--- src/rtl/txpp_pkg.sv ---
package txpp_pkg;
  typedef enum logic [1:0] {
    ST_IDLE,
    ST_CHECK,
    ST_FETCH,
    ST_SEND
  } eng_state_e;

  localparam logic [1:0] FLD_ADDR = 2'd0;
  localparam logic [1:0] FLD_CNT  = 2'd1;
  localparam logic [1:0] FLD_STAT = 2'd2;

  localparam int OWN_BIT = 0;
  localparam int EOF_BIT = 1;
endpackage

--- src/rtl/txpp_desc.sv ---
module txpp_desc
  import txpp_pkg::*;
#(
  parameter int AW = 32,
  parameter int CW = 16
) (
  input  logic                   clk,
  input  logic                   rst_n,
  input  logic                   host_wr,
  input  logic                   host_sel,
  input  logic [1:0]             host_field,
  input  logic [AW-1:0]          host_wdata,
  input  logic                   rel_evt,
  input  logic                   rel_sel,
  output logic [1:0][AW-1:0]     d_addr,
  output logic [1:0][CW-1:0]     d_cnt,
  output logic [1:0]             d_own,
  output logic [1:0]             d_eof
);
  localparam int NBUF = 2;

  for (genvar i = 0; i < NBUF; i++) begin : g_buf
    logic          hit;
    logic [AW-1:0] addr_q;
    logic [CW-1:0] cnt_q;
    logic          own_q;
    logic          eof_q;

    assign hit = host_wr && (host_sel == 1'(i));

    always_ff @(posedge clk) begin
      if (!rst_n) begin
        addr_q <= '0;
        cnt_q  <= '0;
        own_q  <= 1'b0;
        eof_q  <= 1'b0;
      end else begin
        if (hit && host_field == FLD_ADDR) addr_q <= host_wdata;
        if (hit && host_field == FLD_CNT)  cnt_q  <= host_wdata[CW-1:0];
        if (hit && host_field == FLD_STAT) begin
          own_q <= host_wdata[OWN_BIT];
          eof_q <= host_wdata[EOF_BIT];
        end
        // engine release has priority over a host status write
        if (rel_evt && rel_sel == 1'(i)) own_q <= 1'b0;
      end
    end

    assign d_addr[i] = addr_q;
    assign d_cnt[i]  = cnt_q;
    assign d_own[i]  = own_q;
    assign d_eof[i]  = eof_q;
  end
endmodule

--- src/rtl/txpp_engine.sv ---
module txpp_engine
  import txpp_pkg::*;
#(
  parameter int AW = 32,
  parameter int CW = 16,
  parameter int DW = 8
) (
  input  logic               clk,
  input  logic               rst_n,
  input  logic [1:0][AW-1:0] d_addr,
  input  logic [1:0][CW-1:0] d_cnt,
  input  logic [1:0]         d_own,
  input  logic [1:0]         d_eof,
  input  logic               append_en,
  input  logic               append_done,
  output logic               mem_req,
  input  logic               mem_rvalid,
  input  logic [DW-1:0]      mem_rdata,
  output logic               tx_valid,
  input  logic               tx_ready,
  output logic [DW-1:0]      tx_data,
  output logic               tx_last,
  output logic               busy,
  output logic               next_buf,
  output logic [AW-1:0]      cur_addr,
  output logic               start_evt,
  output logic               release_evt,
  output logic               release_sel
);
  eng_state_e    state;
  logic          act;
  logic [CW-1:0] sent;
  logic          app_cmp;
  logic          count_done;

  function automatic logic [AW-1:0] addr_step(input logic [AW-1:0] a);
    return a + AW'(1);
  endfunction

  function automatic logic cnt_reached(input logic [CW-1:0] n_sent,
                                       input logic [CW-1:0] n_total);
    return n_sent >= n_total;
  endfunction

  function automatic logic is_final(input logic [CW-1:0] n_sent,
                                    input logic [CW-1:0] n_total);
    return ({1'b0, n_sent} + (CW+1)'(1)) >= {1'b0, n_total};
  endfunction

  assign count_done  = cnt_reached(sent, d_cnt[act]);
  assign start_evt   = (state == ST_IDLE) && d_own[next_buf];
  assign release_evt = (state == ST_CHECK) && count_done && (!append_en || app_cmp);
  assign release_sel = act;
  assign mem_req     = (state == ST_FETCH);
  assign tx_valid    = (state == ST_SEND);
  assign busy        = (state != ST_IDLE);

  always_ff @(posedge clk) begin
    if (!rst_n) begin
      state    <= ST_IDLE;
      act      <= 1'b0;
      next_buf <= 1'b0;
      cur_addr <= '0;
      sent     <= '0;
      app_cmp  <= 1'b0;
      tx_data  <= '0;
      tx_last  <= 1'b0;
    end else begin
      if (append_done && state != ST_IDLE) app_cmp <= 1'b1;
      unique case (state)
        ST_IDLE: begin
          if (start_evt) begin
            act      <= next_buf;
            next_buf <= ~next_buf;
            cur_addr <= d_addr[next_buf];
            sent     <= '0;
            app_cmp  <= 1'b0;
            state    <= ST_CHECK;
          end
        end
        ST_CHECK: begin
          if (release_evt) begin
            app_cmp <= 1'b0;
            state   <= ST_IDLE;
          end else if (!count_done) begin
            state <= ST_FETCH;
          end
        end
        ST_FETCH: begin
          if (mem_rvalid) begin
            tx_data  <= mem_rdata;
            tx_last  <= d_eof[act] && !append_en && is_final(sent, d_cnt[act]);
            cur_addr <= addr_step(cur_addr);
            sent     <= sent + CW'(1);
            state    <= ST_SEND;
          end
        end
        ST_SEND: begin
          if (tx_ready) state <= ST_CHECK;
        end
        default: state <= ST_IDLE;
      endcase
    end
  end
endmodule

--- src/rtl/txpp_dma.sv ---
module txpp_dma
  import txpp_pkg::*;
#(
  parameter int AW = 32,
  parameter int CW = 16,
  parameter int DW = 8
) (
  input  logic          clk,
  input  logic          rst_n,
  input  logic          host_wr,
  input  logic          host_sel,
  input  logic [1:0]    host_field,
  input  logic [AW-1:0] host_wdata,
  input  logic          append_en,
  input  logic          append_done,
  input  logic          irq_clr,
  output logic          mem_req,
  output logic [AW-1:0] mem_addr,
  input  logic          mem_rvalid,
  input  logic [DW-1:0] mem_rdata,
  output logic          tx_valid,
  input  logic          tx_ready,
  output logic [DW-1:0] tx_data,
  output logic          tx_last,
  output logic          busy,
  output logic          next_buf,
  output logic [AW-1:0] cur_addr,
  output logic [1:0]    buf_own,
  output logic          eob_irq
);
  logic [1:0][AW-1:0] d_addr;
  logic [1:0][CW-1:0] d_cnt;
  logic [1:0]         d_own;
  logic [1:0]         d_eof;
  logic               start_evt;
  logic               release_evt;
  logic               release_sel;

  txpp_desc #(.AW(AW), .CW(CW)) u_desc (
    .clk        (clk),
    .rst_n      (rst_n),
    .host_wr    (host_wr),
    .host_sel   (host_sel),
    .host_field (host_field),
    .host_wdata (host_wdata),
    .rel_evt    (release_evt),
    .rel_sel    (release_sel),
    .d_addr     (d_addr),
    .d_cnt      (d_cnt),
    .d_own      (d_own),
    .d_eof      (d_eof)
  );

  txpp_engine #(.AW(AW), .CW(CW), .DW(DW)) u_eng (
    .clk         (clk),
    .rst_n       (rst_n),
    .d_addr      (d_addr),
    .d_cnt       (d_cnt),
    .d_own       (d_own),
    .d_eof       (d_eof),
    .append_en   (append_en),
    .append_done (append_done),
    .mem_req     (mem_req),
    .mem_rvalid  (mem_rvalid),
    .mem_rdata   (mem_rdata),
    .tx_valid    (tx_valid),
    .tx_ready    (tx_ready),
    .tx_data     (tx_data),
    .tx_last     (tx_last),
    .busy        (busy),
    .next_buf    (next_buf),
    .cur_addr    (cur_addr),
    .start_evt   (start_evt),
    .release_evt (release_evt),
    .release_sel (release_sel)
  );

  assign mem_addr = cur_addr;
  assign buf_own  = d_own;

  always_ff @(posedge clk) begin
    if (!rst_n)           eob_irq <= 1'b0;
    else if (release_evt) eob_irq <= 1'b1;
    else if (irq_clr)     eob_irq <= 1'b0;
  end
endmodule

--- config.mk ---
export PLATFORM = sky130hd
export DESIGN_NAME = txpp_dma
export DESIGN_NICKNAME = d
export VERILOG_FILES = /design/src/rtl/txpp_pkg.sv /design/src/rtl/txpp_desc.sv /design/src/rtl/txpp_engine.sv /design/src/rtl/txpp_dma.sv
export SDC_FILE = /design/constraint.sdc
export NUM_CORES = 1
export LEC_CHECK = 0
export ABC_AREA = 1
export BUFFER_PORTS_ARGS = -buffer_cell sky130_fd_sc_hd__buf_2
export CAP_MARGIN = 10
export CORE_MARGIN = 5
export CORE_UTILIZATION = 55
export CTS_BUF_LIST = sky130_fd_sc_hd__clkbuf_16
export CTS_CLUSTER_DIAMETER = 50
export DETAILED_ROUTE_END_ITERATION = 16
export HOLD_SLACK_MARGIN = 0.05
export PLACE_DENSITY = 0.85
export SYNTH_ARGS = -nofsm -noshare
export SYNTH_HDL_FRONTEND = slang
export SYNTH_HIERARCHICAL = 1
export SYNTH_SLANG_ARGS = --single-unit
--- constraint.sdc ---
create_clock -name clk -period 2.67 [get_ports clk]
set_input_delay 0.1335 -clock clk [delete_from_list [all_inputs] [get_ports clk]]
set_output_delay 0.1335 -clock clk [all_outputs]
set_load 0.02 [all_outputs]
# Word level (Yosys, flattened, before mapping)
# Index checks and enable logic that the tools add are counted.
[totals]
reg_bits = 163
latchBits = 0
ram_bits = 0
mem_bits_ro = 0
in_bits = 51
out_inout_bits = 80
elab_cells = 92
memories = 0
[op_classes]
add_sub_neg = 3
n_mul = 0
n_div = 0
magnitude_cmp = 4
n_eq_ne = 9
shifts = 0
mux = 26
bitwise = 4
n_reduce_logical = 29
[op_table]
columns = ["operator", "count"]
rows = [
  ["$mux W32", 4],
  ["$mux W16", 4],
  ["$pmux W32 S2", 1],
  ["$add A32 B1 Y32 const B", 1],
  ["$pmux W16 S2", 1],
  ["$add A16 B1 Y17 const B", 1],
  ["$ge A17 B16 Y1", 1],
  ["$add A16 B1 Y16 const B", 1],
  ["$ge A16 B16 Y1", 1],
  ["$logic_and A1 B1 Y1", 16],
  ["$mux W2", 5],
  ["$mux W1", 9],
  ["$pmux W2 S4", 1],
  ["$eq A2 B2 Y1 const B", 3],
  ["$reduce_bool A2 Y1", 3],
  ["$eq A2 B1 Y1 const B", 2],
  ["$logic_not A2 Y1", 2],
  ["$lt A1 B2 Y1 const B", 2],
  ["$ne A2 B1 Y1 const B", 2],
  ["$not A1 Y1", 4],
  ["$reduce_and A2 Y1", 2],
  ["$reduce_and A4 Y1", 1],
  ["$reduce_or A2 Y1", 2],
  ["$ne A3 B3 Y1 const B", 1],
  ["other kinds (5)", 5],
]

# Depth between registers and ports, before layout
# Gate-level depths: netlist of run 1.
[depth]
depth_word = 7
ltp_mapped = 18
mapped_depth_nobuf = 18

# Cells and area by module
# The synthesis of run 1 kept the hierarchy.
[by_module_without_submodules]
columns = ["module", "instances", "cells_per_inst", "area_per_inst_um2", "seq_area_each_um2"]
rows = [
  ["txpp_engine", 1, 767, 4923.5, 1241.2],
  ["txpp_desc", 1, 603, 4187.8, 2001.9],
  ["txpp_dma", 1, 38, 284.0, 20.0],
]

# Least setup slack after synthesis of run 1
# OpenSTA, ideal clock, no wires.
[synth_timing]
kind = "flip-flop to flip-flop"
startpoint = "register u_eng.act (netlist: u_eng/release_sel)"
endpoint = "register u_desc.g_buf[0].own_q"
setup_time_ps = 64
arrival_time_ps = 2326
required_ps = 2606
setup_slack_ps = 280
stages_incl_launch_ff = 18
path_buffers = 2
period_less_slack_ps = 2390
cell_sequence = "dfxtp_1 > clkbuf_1 > buf_2 > mux2i_1 > ha_1 > nand2_1 > nand2_1 > nand2_1 > nand2_1 > nor2_1 > nand2_1 > nand2_1 > nand2_1 > nand2_1 > inv_1 > a21oi_1 > nand2_1 > nor2_1"
[synth_via]
elab_chain_len = 7
word_cells_on_any_way = 8
cone_classes = "order compare (1); mux (2); bitwise (1); reduce/logical (4)"
[synth_rtl]
columns = ["element", "line_no", "text"]
rows = [
  ["start: declaration", "txpp_engine.sv:31", "logic act;"],
  ["start signal: assignment", "txpp_engine.sv:73", "act <= next_buf;"],
  ["$mux W16 (implied by the code) (2 in a row)", "txpp_engine.sv:50", "assign count_done = cnt_reached(sent, d_cnt[act]);"],
  ["$ge A16 B16 Y1", "txpp_engine.sv:42", "return n_sent >= n_total;"],
  ["$logic_and A1 B1 Y1 (2 in a row)", "txpp_engine.sv:52", "assign release_evt = (state == ST_CHECK) && count_done && (!append_en || app_cmp);"],
  ["via release_evt", "txpp_dma.sv:36", "logic release_evt;"],
  ["$logic_and A1 B1 Y1", "txpp_desc.sv:45", "if (rel_evt && rel_sel == 1'(i)) own_q <= 1'b0;"],
  ["$reduce_or A2 Y1 (no source line)", "-", ""],
  ["end signal: assignment", "txpp_desc.sv:41", "own_q <= host_wdata[OWN_BIT];"],
  ["end: declaration", "txpp_desc.sv:26", "logic own_q;"],
]
# The timed path passes the listed nets, and every way through them passes these cells. The select of a mux whose other input is x is not followed.
# A chain may end at the register's enable or synchronous reset.

# Final worst setup path of run 1
[layout_timing]
startpoint = "register u_eng.sent[1]"
endpoint = "register u_eng.tx_last"
[layout_via]
elab_chain_len = 3
[layout_rtl]
columns = ["element", "line_no", "text"]
rows = [
  ["start: declaration", "txpp_engine.sv:32", "logic [CW-1:0] sent;"],
  ["start signal: assignment", "txpp_engine.sv:94", "sent <= sent + CW'(1);"],
  ["$add A16 B1 Y17", "txpp_engine.sv:47", "return ({1'b0, n_sent} + (CW+1)'(1)) >= {1'b0, n_total};"],
  ["$ge A17 B16 Y1", "txpp_engine.sv:47", ""],
  ["$logic_and A1 B1 Y1", "txpp_engine.sv:92", "tx_last <= d_eof[act] && !append_en && is_final(sent, d_cnt[act]);"],
  ["end signal: assignment", "txpp_engine.sv:92", ""],
  ["end: declaration", "txpp_engine.sv:22", "output logic tx_last,"],
]
# Every way passes these cells.

==> metrics.md, run 1 <==
| Metric | Value |
|---|---|
| Run status | finished clean |
| Clock Root Buffer | clkbuf_16 |
| Crit path launch type | flop |
| Async SR Flop Fraction | 0 |
| # rows | 47 |
| Final Skew | 8.945 ps |
| Slowest cell on the critical path | dfxtp_2 |
| Most used cell, CP | nand2_1 |
| Clock Path Buffers | 2 |
| Final Max Tran Viols | 0 |
| Seq/Total Area, Yosys | 0.3473 |
| Vias in the first global route | 8519 |
| CTS tree | yes |
| Antenna Violating Nets Remaining | 0 |
| Via count | 9459 |
| Die W | 140.7 um |
| GR Overflow Total | 0 |
| DRC viols | 0 |
| Post-route setup TNS | 0 ps |
| Routed WL per cell | 14.98 um |
| Pint | 5.120 mW |
| WP buf/inv | 0 |
| WL final | 25690 um |
| Initial antenna violation count | 0 |
| DPL Wire Length | 17020 um |
| Syn Nets | 1498 |
| Peak fanout along the critical path | 4 |
| Synth area leader | dfxtp_1 |
| Worst path top cell family by delay | simple AND/OR/NAND/NOR gates |
| Core area | 16700 um2 |
| Pwr/cell area | 785.6 nW/um2 |
| Die height | 140.7 um |
| # nets final | 1573 |
| Largest net degree at the start of global routing | 129 |
| H-tree depth | 4 |
| IO Pins | 131 |
| Max stage delay on crit path | 360 ps |
| Count leader, synth | nor2_1 |
| Fin. Hold Viols | 0 |
| DP Cell Count | 1660 |
| Most frequent cells after synthesis | nor2_1 (275), nand2_1 (253), dfxtp_1 (163) |
| Slew headroom | 0.4292 |
| CP Data Required Time | 2950 ps |
| Switch share | 0.3919 |
| Layout area overhead | 14.08% |
| CP arrival | 2750 ps |
| Met2 WL | 11500 um |
| Path type of the worst setup path | flop to flop |
| Distinct cells, synth | 43 |
| Cts bufs inserted | 17 |
| Layout cell share with drive strength beyond 1 | 0.1344 |
| Ordered cell list for the critical path | ha_2 > nand3_2 > nor3_2 > nand2_2 > nor2_4 > nand2_1 > o21a_1 > ha_1 > a21o_1 > a21oi_1 > nand2_1 > nor2_1 > nand2_1 > nand2_1 > a21oi_1 |
| GRT Total Usage | 0.2544 |
| DR pass1 iterations | 6 |
| Tightest Hold Check Type | input pin to flop |
| Initial Util | 0.5626 |
| CTS sink count | 163 |
| Yosys reg bits | 163 |
| Routed vias/inst | 5.515 |
| Synthesized cell area | 9395 um2 |
| First DRT Iteration DRCs | 1130 |
| Number of synthesized flops with an enable pin | 0 |
| Post-CTS setup buffers | 0 |
| Critical path endpoint category | flop |
| Port bufs | 130 |
| Overall power | 8.420 mW |
| Syn Inst Count | 1408 |
| Worst slew pin tran | 856.2 ps |
| Avg Synthesized Cell Area | 6.673 um2 |
| DR WL met3 | 2666 um |
| Reg power frac | 0.367 |
| Yosys warning count | 6 |
| Synth area leaders | dfxtp_1 (35%), nor2_1 (11%), nand2_1 (10%) |
| Die Area | 19800 um2 |
| # setup viols final | 0 |
| Number of inserted diodes | 0 |
| Clock transition at the registers of the reported paths | 60 ps |
| Psw | 3.300 mW |
| Primary FF master, synth | dfxtp_1 |
| Clock share of power | 0.305 |
| Fin util | 0.6417 |
| VDD IR max | 0.6406 mV |
| Share of the synthesized area in the top cell type | 0.3473 |
| Clock latency on the worst-skew pair | 430 ps |
| First-pass GRT wire length | 41820 um |
| Part of the power in combinational logic | 0.328 |
| Final GP Congestion | 0.9664 |
| Top Metal Used | met4 |
| RSZ-0062 raised after global routing | false |
| Fin cells | 1715 |
| Metal-1 WL | 10930 um |
| Period minus WS final | 2473 ps |
| Max Freq | 404.4 MHz |
| Leakage | 4.871 nW |
| Max Cap Viol | 0 |
| Period utilization | 0.9262 |
-- worst register-to-register path, cell delays in order, from the launching register on --
cell	delay [ps]
dfxtp_2	360
ha_2	200
nand3_2	100
nor3_2	270
nand2_2	140
nor2_4	110
nand2_1	80
o21a_1	120
ha_1	320
a21o_1	170
a21oi_1	130
nand2_1	70
nor2_1	100
nand2_1	60
nand2_1	50
a21oi_1	50
-- worst paths after layout --
kind	to	from	cells after the start	slack [ps]
worst max-delay path	u_eng/tx_last	u_eng/sent[1]	15	200
worst min-delay path	u_desc/g_buf[1].addr_q[30]	host_wdata[30]	5	70
worst max register to register	u_eng/tx_last	u_eng/sent[1]	15	200
worst min register to register	eob_irq	eob_irq	2	470
-- metal layers --
layer  vias to the layer above  track usage
met5                         -            0
met4                         0      0.09332
met3                        63      0.05825
met2                       447       0.3906
met1                      4270       0.3508
li1                       4679            -
-- layout by cell type (no fill, tap or decap), types with 5 or more instances in the layout --
cell / count
buf_4: 14
clkbuf_16: 17
o21ai_0: 83
dlygate4sd3_1: 24
a31oi_1: 20
ha_1: 38
nor2_4: 5
buf_2: 129
a21oi_1: 113
mux2i_1: 16
nor3_1: 15
xnor2_1: 7
xor2_1: 16
dfxtp_1: 162
nor2_1: 273
nand2_1: 252
inv_1: 114
nand3_1: 125
nand4_1: 15
-- layout make-up --
cell class | count | area, um2
Fill cell | 1440 | 5983
Clock buffer | 17 | 425.4
Clock inverter | 14 | 187.7
Sequential cell | 163 | 3264
Inverter | 118 | 442.9
Tap cell | 220 | 275.3
Timing Repair Buffer | 170 | 1051
Multi-Input combinational cell | 1013 | 5071
-- registers in the layout, summed over array words and instances, names as in the netlist, 2 cells and up --
name / flops
u_desc/g_buf.addr_q: 64
u_desc/g_buf.cnt_q: 32
u_eng/cur_addr: 32
u_eng/sent: 16
u_eng/tx_data: 8
u_desc/g_buf.eof_q: 2
u_desc/g_buf.own_q: 2
u_eng/state: 2
-- through the flow --
stage	instance area (um2)	hold WS [ps]	setup slack (ps)
2_1_floorplan	9395	255.0	279.7
3_3_place_gp	9848	391.8	229.2
3_5_place_dp	9848	393.8	201.2
4_1_cts	10700	58.19	180.8
5_1_grt	10720	96.17	5.346
6_report	10720	71.72	197.2
-- power by group through the flow --
stage | Clock, mW | Combinational, mW | Sequential, mW
after floorplan | 0 | 1.92 | 3.30
after global placement | 0 | 2.63 | 3.12
after detailed placement | 0 | 2.68 | 3.13
after CTS | 2.59 | 2.73 | 3.08
after global routing | 2.71 | 3.00 | 3.14
final | 2.57 | 2.76 | 3.09
-- cell families (layout without fill, tap and decap cells) --
logic type,after synthesis,count (layout),share of synthesized area
simple gates,696,696,0.3071
buf+inv,232,319,0.1156
fa+ha+maj,39,39,0.05194
mux,17,17,0.01824
xor+xnor,23,23,0.02144
flops,163,163,0.3473
compound gates,238,238,0.1384
-- what timing repair did --
| action | CTS | global route |
|---|---|---|
| endpoints found under the hold margin | 33 | 0 |
| resized for setup | 0 | 5 |
| hold buffers | 24 | 0 |
| endpoints found under the setup margin | 0 | 1 |
Power figures use the tool's default switching activity.
==> inputs of run 2 (changes only) <==
--- a/config.mk
+++ b/config.mk
@@ -15,6 +15,7 @@
 export DETAILED_ROUTE_END_ITERATION = 16
 export HOLD_SLACK_MARGIN = 0.05
 export PLACE_DENSITY = 0.85
+export RECOVER_POWER = 100
 export SYNTH_ARGS = -nofsm -noshare
 export SYNTH_HDL_FRONTEND = slang
 export SYNTH_HIERARCHICAL = 1
==> run 2 against run 1 <==
Hold slack worse by 0.52 ps. Register-to-register slack worse by 20 ps. Clock skew hardly changed. The flow now finishes with violations (max-capacitance violations, max-slew violations). Worst setup slack worse by 21 ps. First-iteration DRC count is 7.7% lower. Maximum frequency is 0.84% lower. Non-clock buffer count stayed put. Clock power hardly changed. Critical path depth is 3 lower. Largest cell class unchanged. Critical path type unchanged. Final cell count stayed put.
==> metrics.md, run 2 (same netlist as run 1, synthesis figures left out) <==
| Metric | Value |
|---|---|
| CP Data Required Time | 3040 ps (+90 ps) |
| Antenna Violating Nets Remaining | 0 (unchanged) |
| DRC viols | 0 (unchanged) |
| Hold Startpoint | host_wdata[30] |
| Hold depth | 5 (unchanged) |
| GRT Total Usage | 0.2544 (unchanged) |
| Post-route setup TNS | 0 ps (unchanged) |
| # nets final | 1573 (unchanged) |
| GRT met2 Usage | 0.3906 (unchanged) |
| Port bufs | 130 (unchanged) |
| Core area | 16700 um2 (unchanged) |
| DPL Wire Length | 17020 um (unchanged) |
| Final Max Tran Viols | 129 (+129) |
| First-pass GRT wire length | 41820 um (unchanged) |
| H-tree depth | 4 (unchanged) |
| Period utilization | 0.9340 (+0.007889) |
| Fin. Hold Viols | 0 (unchanged) |
| IO Pins | 131 (unchanged) |
| Largest net degree at the start of global routing | 129 (unchanged) |
| RSZ-0062 raised after global routing | false |
| Leakage | 4.532 nW (-7.0%) |
| Period minus WS final | 2494 ps (+21.06 ps) |
| Ordered cell list for the critical path | clkbuf_4 > mux2i_1 > ha_1 > nand4_1 > inv_1 > a21oi_1 > nand2_1 > nand2_1 > inv_1 > a21oi_1 > nand2_1 > nor2_1 |
| Run status | finished with violations |
| Die W | 140.7 um (unchanged) |
| Slew headroom | -0.5709 (-1.000) |
| Max Freq | 401.0 MHz (-0.84%) |
| Final GP Congestion | 0.9664 (unchanged) |
| CP arrival | 2860 ps (+110 ps) |
| Setup crit start | u_eng/release_sel |
| # rows | 47 (unchanged) |
| Clock transition at the registers of the reported paths | 60 ps (about the same) |
| Vias in the first global route | 8519 (unchanged) |
| Routed WL per cell | 15.00 um (+0.16%) |
| Worst slew pin tran | 2356 ps (+1500 ps) |
| Die height | 140.7 um (unchanged) |
| Multi-input combinational cell area | 5062 um2 (-0.17%) |
| GR Overflow Total | 0 (unchanged) |
| Tightest Hold Check Type | input pin to flop |
| Met3 usage | 0.05825 (unchanged) |
| CTS sink count | 163 (unchanged) |
| Reg2reg setup slack | 180 ps (-20 ps) |
| Cts bufs inserted | 17 (unchanged) |
| Failing checks | max-capacitance violations, max-slew violations |
| Routed vias/inst | 5.542 (+0.49%) |
| Number of inserted diodes | 0 (unchanged) |
| Largest register FFs | 64 (unchanged) |
| First DRT Iteration DRCs | 1043 (-7.7%) |
| Most Used Layer, Global Route | met2 |
| Crit path launch type | flop |
| Path type of the worst setup path | flop to flop |
| Initial antenna violation count | 0 (unchanged) |
| DR pass1 iterations | 6 (unchanged) |
| Final Skew | 9.086 ps (+0.1412 ps) |
| Crit Reg-Reg Endpoint | u_desc/g_buf[0].own_q |
| Most used cell, CP | nand2_1 |
| Initial Util | 0.5626 (unchanged) |
| # fillers | 1505 (+4.5%) |
| Clock Root Buffer | clkbuf_16 |
| Reg2reg start | u_eng/release_sel |
| Fin util | 0.6327 (-0.009065) |
| WHS Endpoint | u_desc/g_buf[1].addr_q[30] |
| Layout area overhead | 12.47% |
| Clock latency on the worst-skew pair | 430 ps (about the same) |
| Die Area | 19800 um2 (unchanged) |
| Top flop regs | u_desc/g_buf.addr_q (64), u_desc/g_buf.cnt_q (32), u_eng/cur_addr (32) |
| Slowest cell on the critical path | mux2i_1 |
| Peak fanout along the critical path | 20 (+16) |
| WL final | 25730 um (+0.16%) |
| Reg with most FFs | u_desc/g_buf.addr_q |
| Max Cap Viol | 1 (+1) |
| Most frequent cells in the layout | nor2_1 (273), nand2_1 (252), dfxtp_1 (162), nand3_1 (125), inv_1 (114) |
| Critical path endpoint category | flop |
| # setup viols final | 0 (unchanged) |
| FF+latch area | 3264 um2 (unchanged) |
| CTS tree | yes |
| VDD IR max | 0.5240 mV (-18%) |
| Max stage delay on crit path | 400 ps (+40 ps) |
| Post-CTS setup buffers | 0 (unchanged) |
| Pwr/cell area | 784.1 nW/um2 (-0.20%) |
| R2r worst-path depth | 12 (-3) |
| Clock Path Buffers | 2 (unchanged) |
| Met1 Use GR | 0.3508 (unchanged) |
| Layout cell share with drive strength beyond 1 | 0.07826 (-0.05619) |
| Via count | 9505 (+0.49%) |
| Commonest non-fill, non-tap cell in the layout | nor2_1 |
==> run 2: changes by cell type in the layout (fill, tap and decap cells not counted) <==
cell      before  now
buf_2        129   49
buf_4         14    9
o21ai_1        0    1
o21ai_2        1    0
clkbuf_4       0    1
a211oi_1       1    2
clkbuf_1       0   82
a211oi_2       2    1
buf_12         3    1
clkbuf_2       0    4
==> run 2: metal layers <==
layer,vias up,share of wire,wire length (um)
met2,487,0.44,11400
li1,4682,-,-
met1,4276,0.43,11090
met4,0,0.024,607
met3,60,0.10,2628
met5,-,0,0
==> run 2: how the worst max path moves through the flow <==
stage	to	slack, ps	depth (start not counted)
3_3_place_gp	u_eng/tx_last	230	15
5_1_grt	u_desc/g_buf[0].own_q	6	16
3_5_place_dp	u_eng/tx_last	200	15
4_1_cts	u_eng/tx_last	180	15
2_1_floorplan	u_desc/g_buf[0].own_q	280	17
6_report	u_desc/g_buf[0].own_q	180	12
==> run 2: power by group <==
| part | internal [mW] | switching, mW |
|---|---|---|
| clock network | 1.56 | 1.01 |
| registers | 2.72 | 0.378 |
| logic | 0.717 | 1.90 |
==> run 2: cell type report <==
| type | instances | share of cell area |
|---|---|---|
| inverters | 118 | 0.04192 |
| multi-input cells | 1013 | 0.4791 |
| clock inverters | 14 | 0.01776 |
| clock buffers | 17 | 0.04026 |
| well taps | 220 | 0.02605 |
| flip-flops and latches | 163 | 0.3089 |
| repair buffers | 170 | 0.08597 |
==> run 2: per-stage QoR <==
step | worst slack (ps) | power, mW | std cells | hold slack (ps) | area, um2
6_report | 176.1 | 8.285 | 1715 | 71.20 | 10570
4_1_cts | 180.8 | 8.394 | 1715 | 58.19 | 10700
3_3_place_gp | 229.2 | 5.747 | 1660 | 391.8 | 9848
3_5_place_dp | 201.2 | 5.802 | 1660 | 393.8 | 9848
5_1_grt | 5.646 | 8.730 | 1715 | 96.17 | 10570
2_1_floorplan | 279.7 | 5.219 | 1408 | 255.0 | 9395
==> run 2: timing repair <==
| action | in CTS | in global routing |
|---|---|---|
| hold endpoints to repair | 33 | 0 |
| endpoints found under the setup margin | 0 | 1 |
| hold buffers | 24 | 0 |
| gates resized for setup | 0 | 5 |
==> run 2: worst max-delay path: cells and delay by family (launching register included) <==
family	cells	cell delay (ps)
simple gates	5	520
buf+inv	3	480
compound gates	2	390
mux	1	400
flops	1	310
fa+ha+maj	1	320
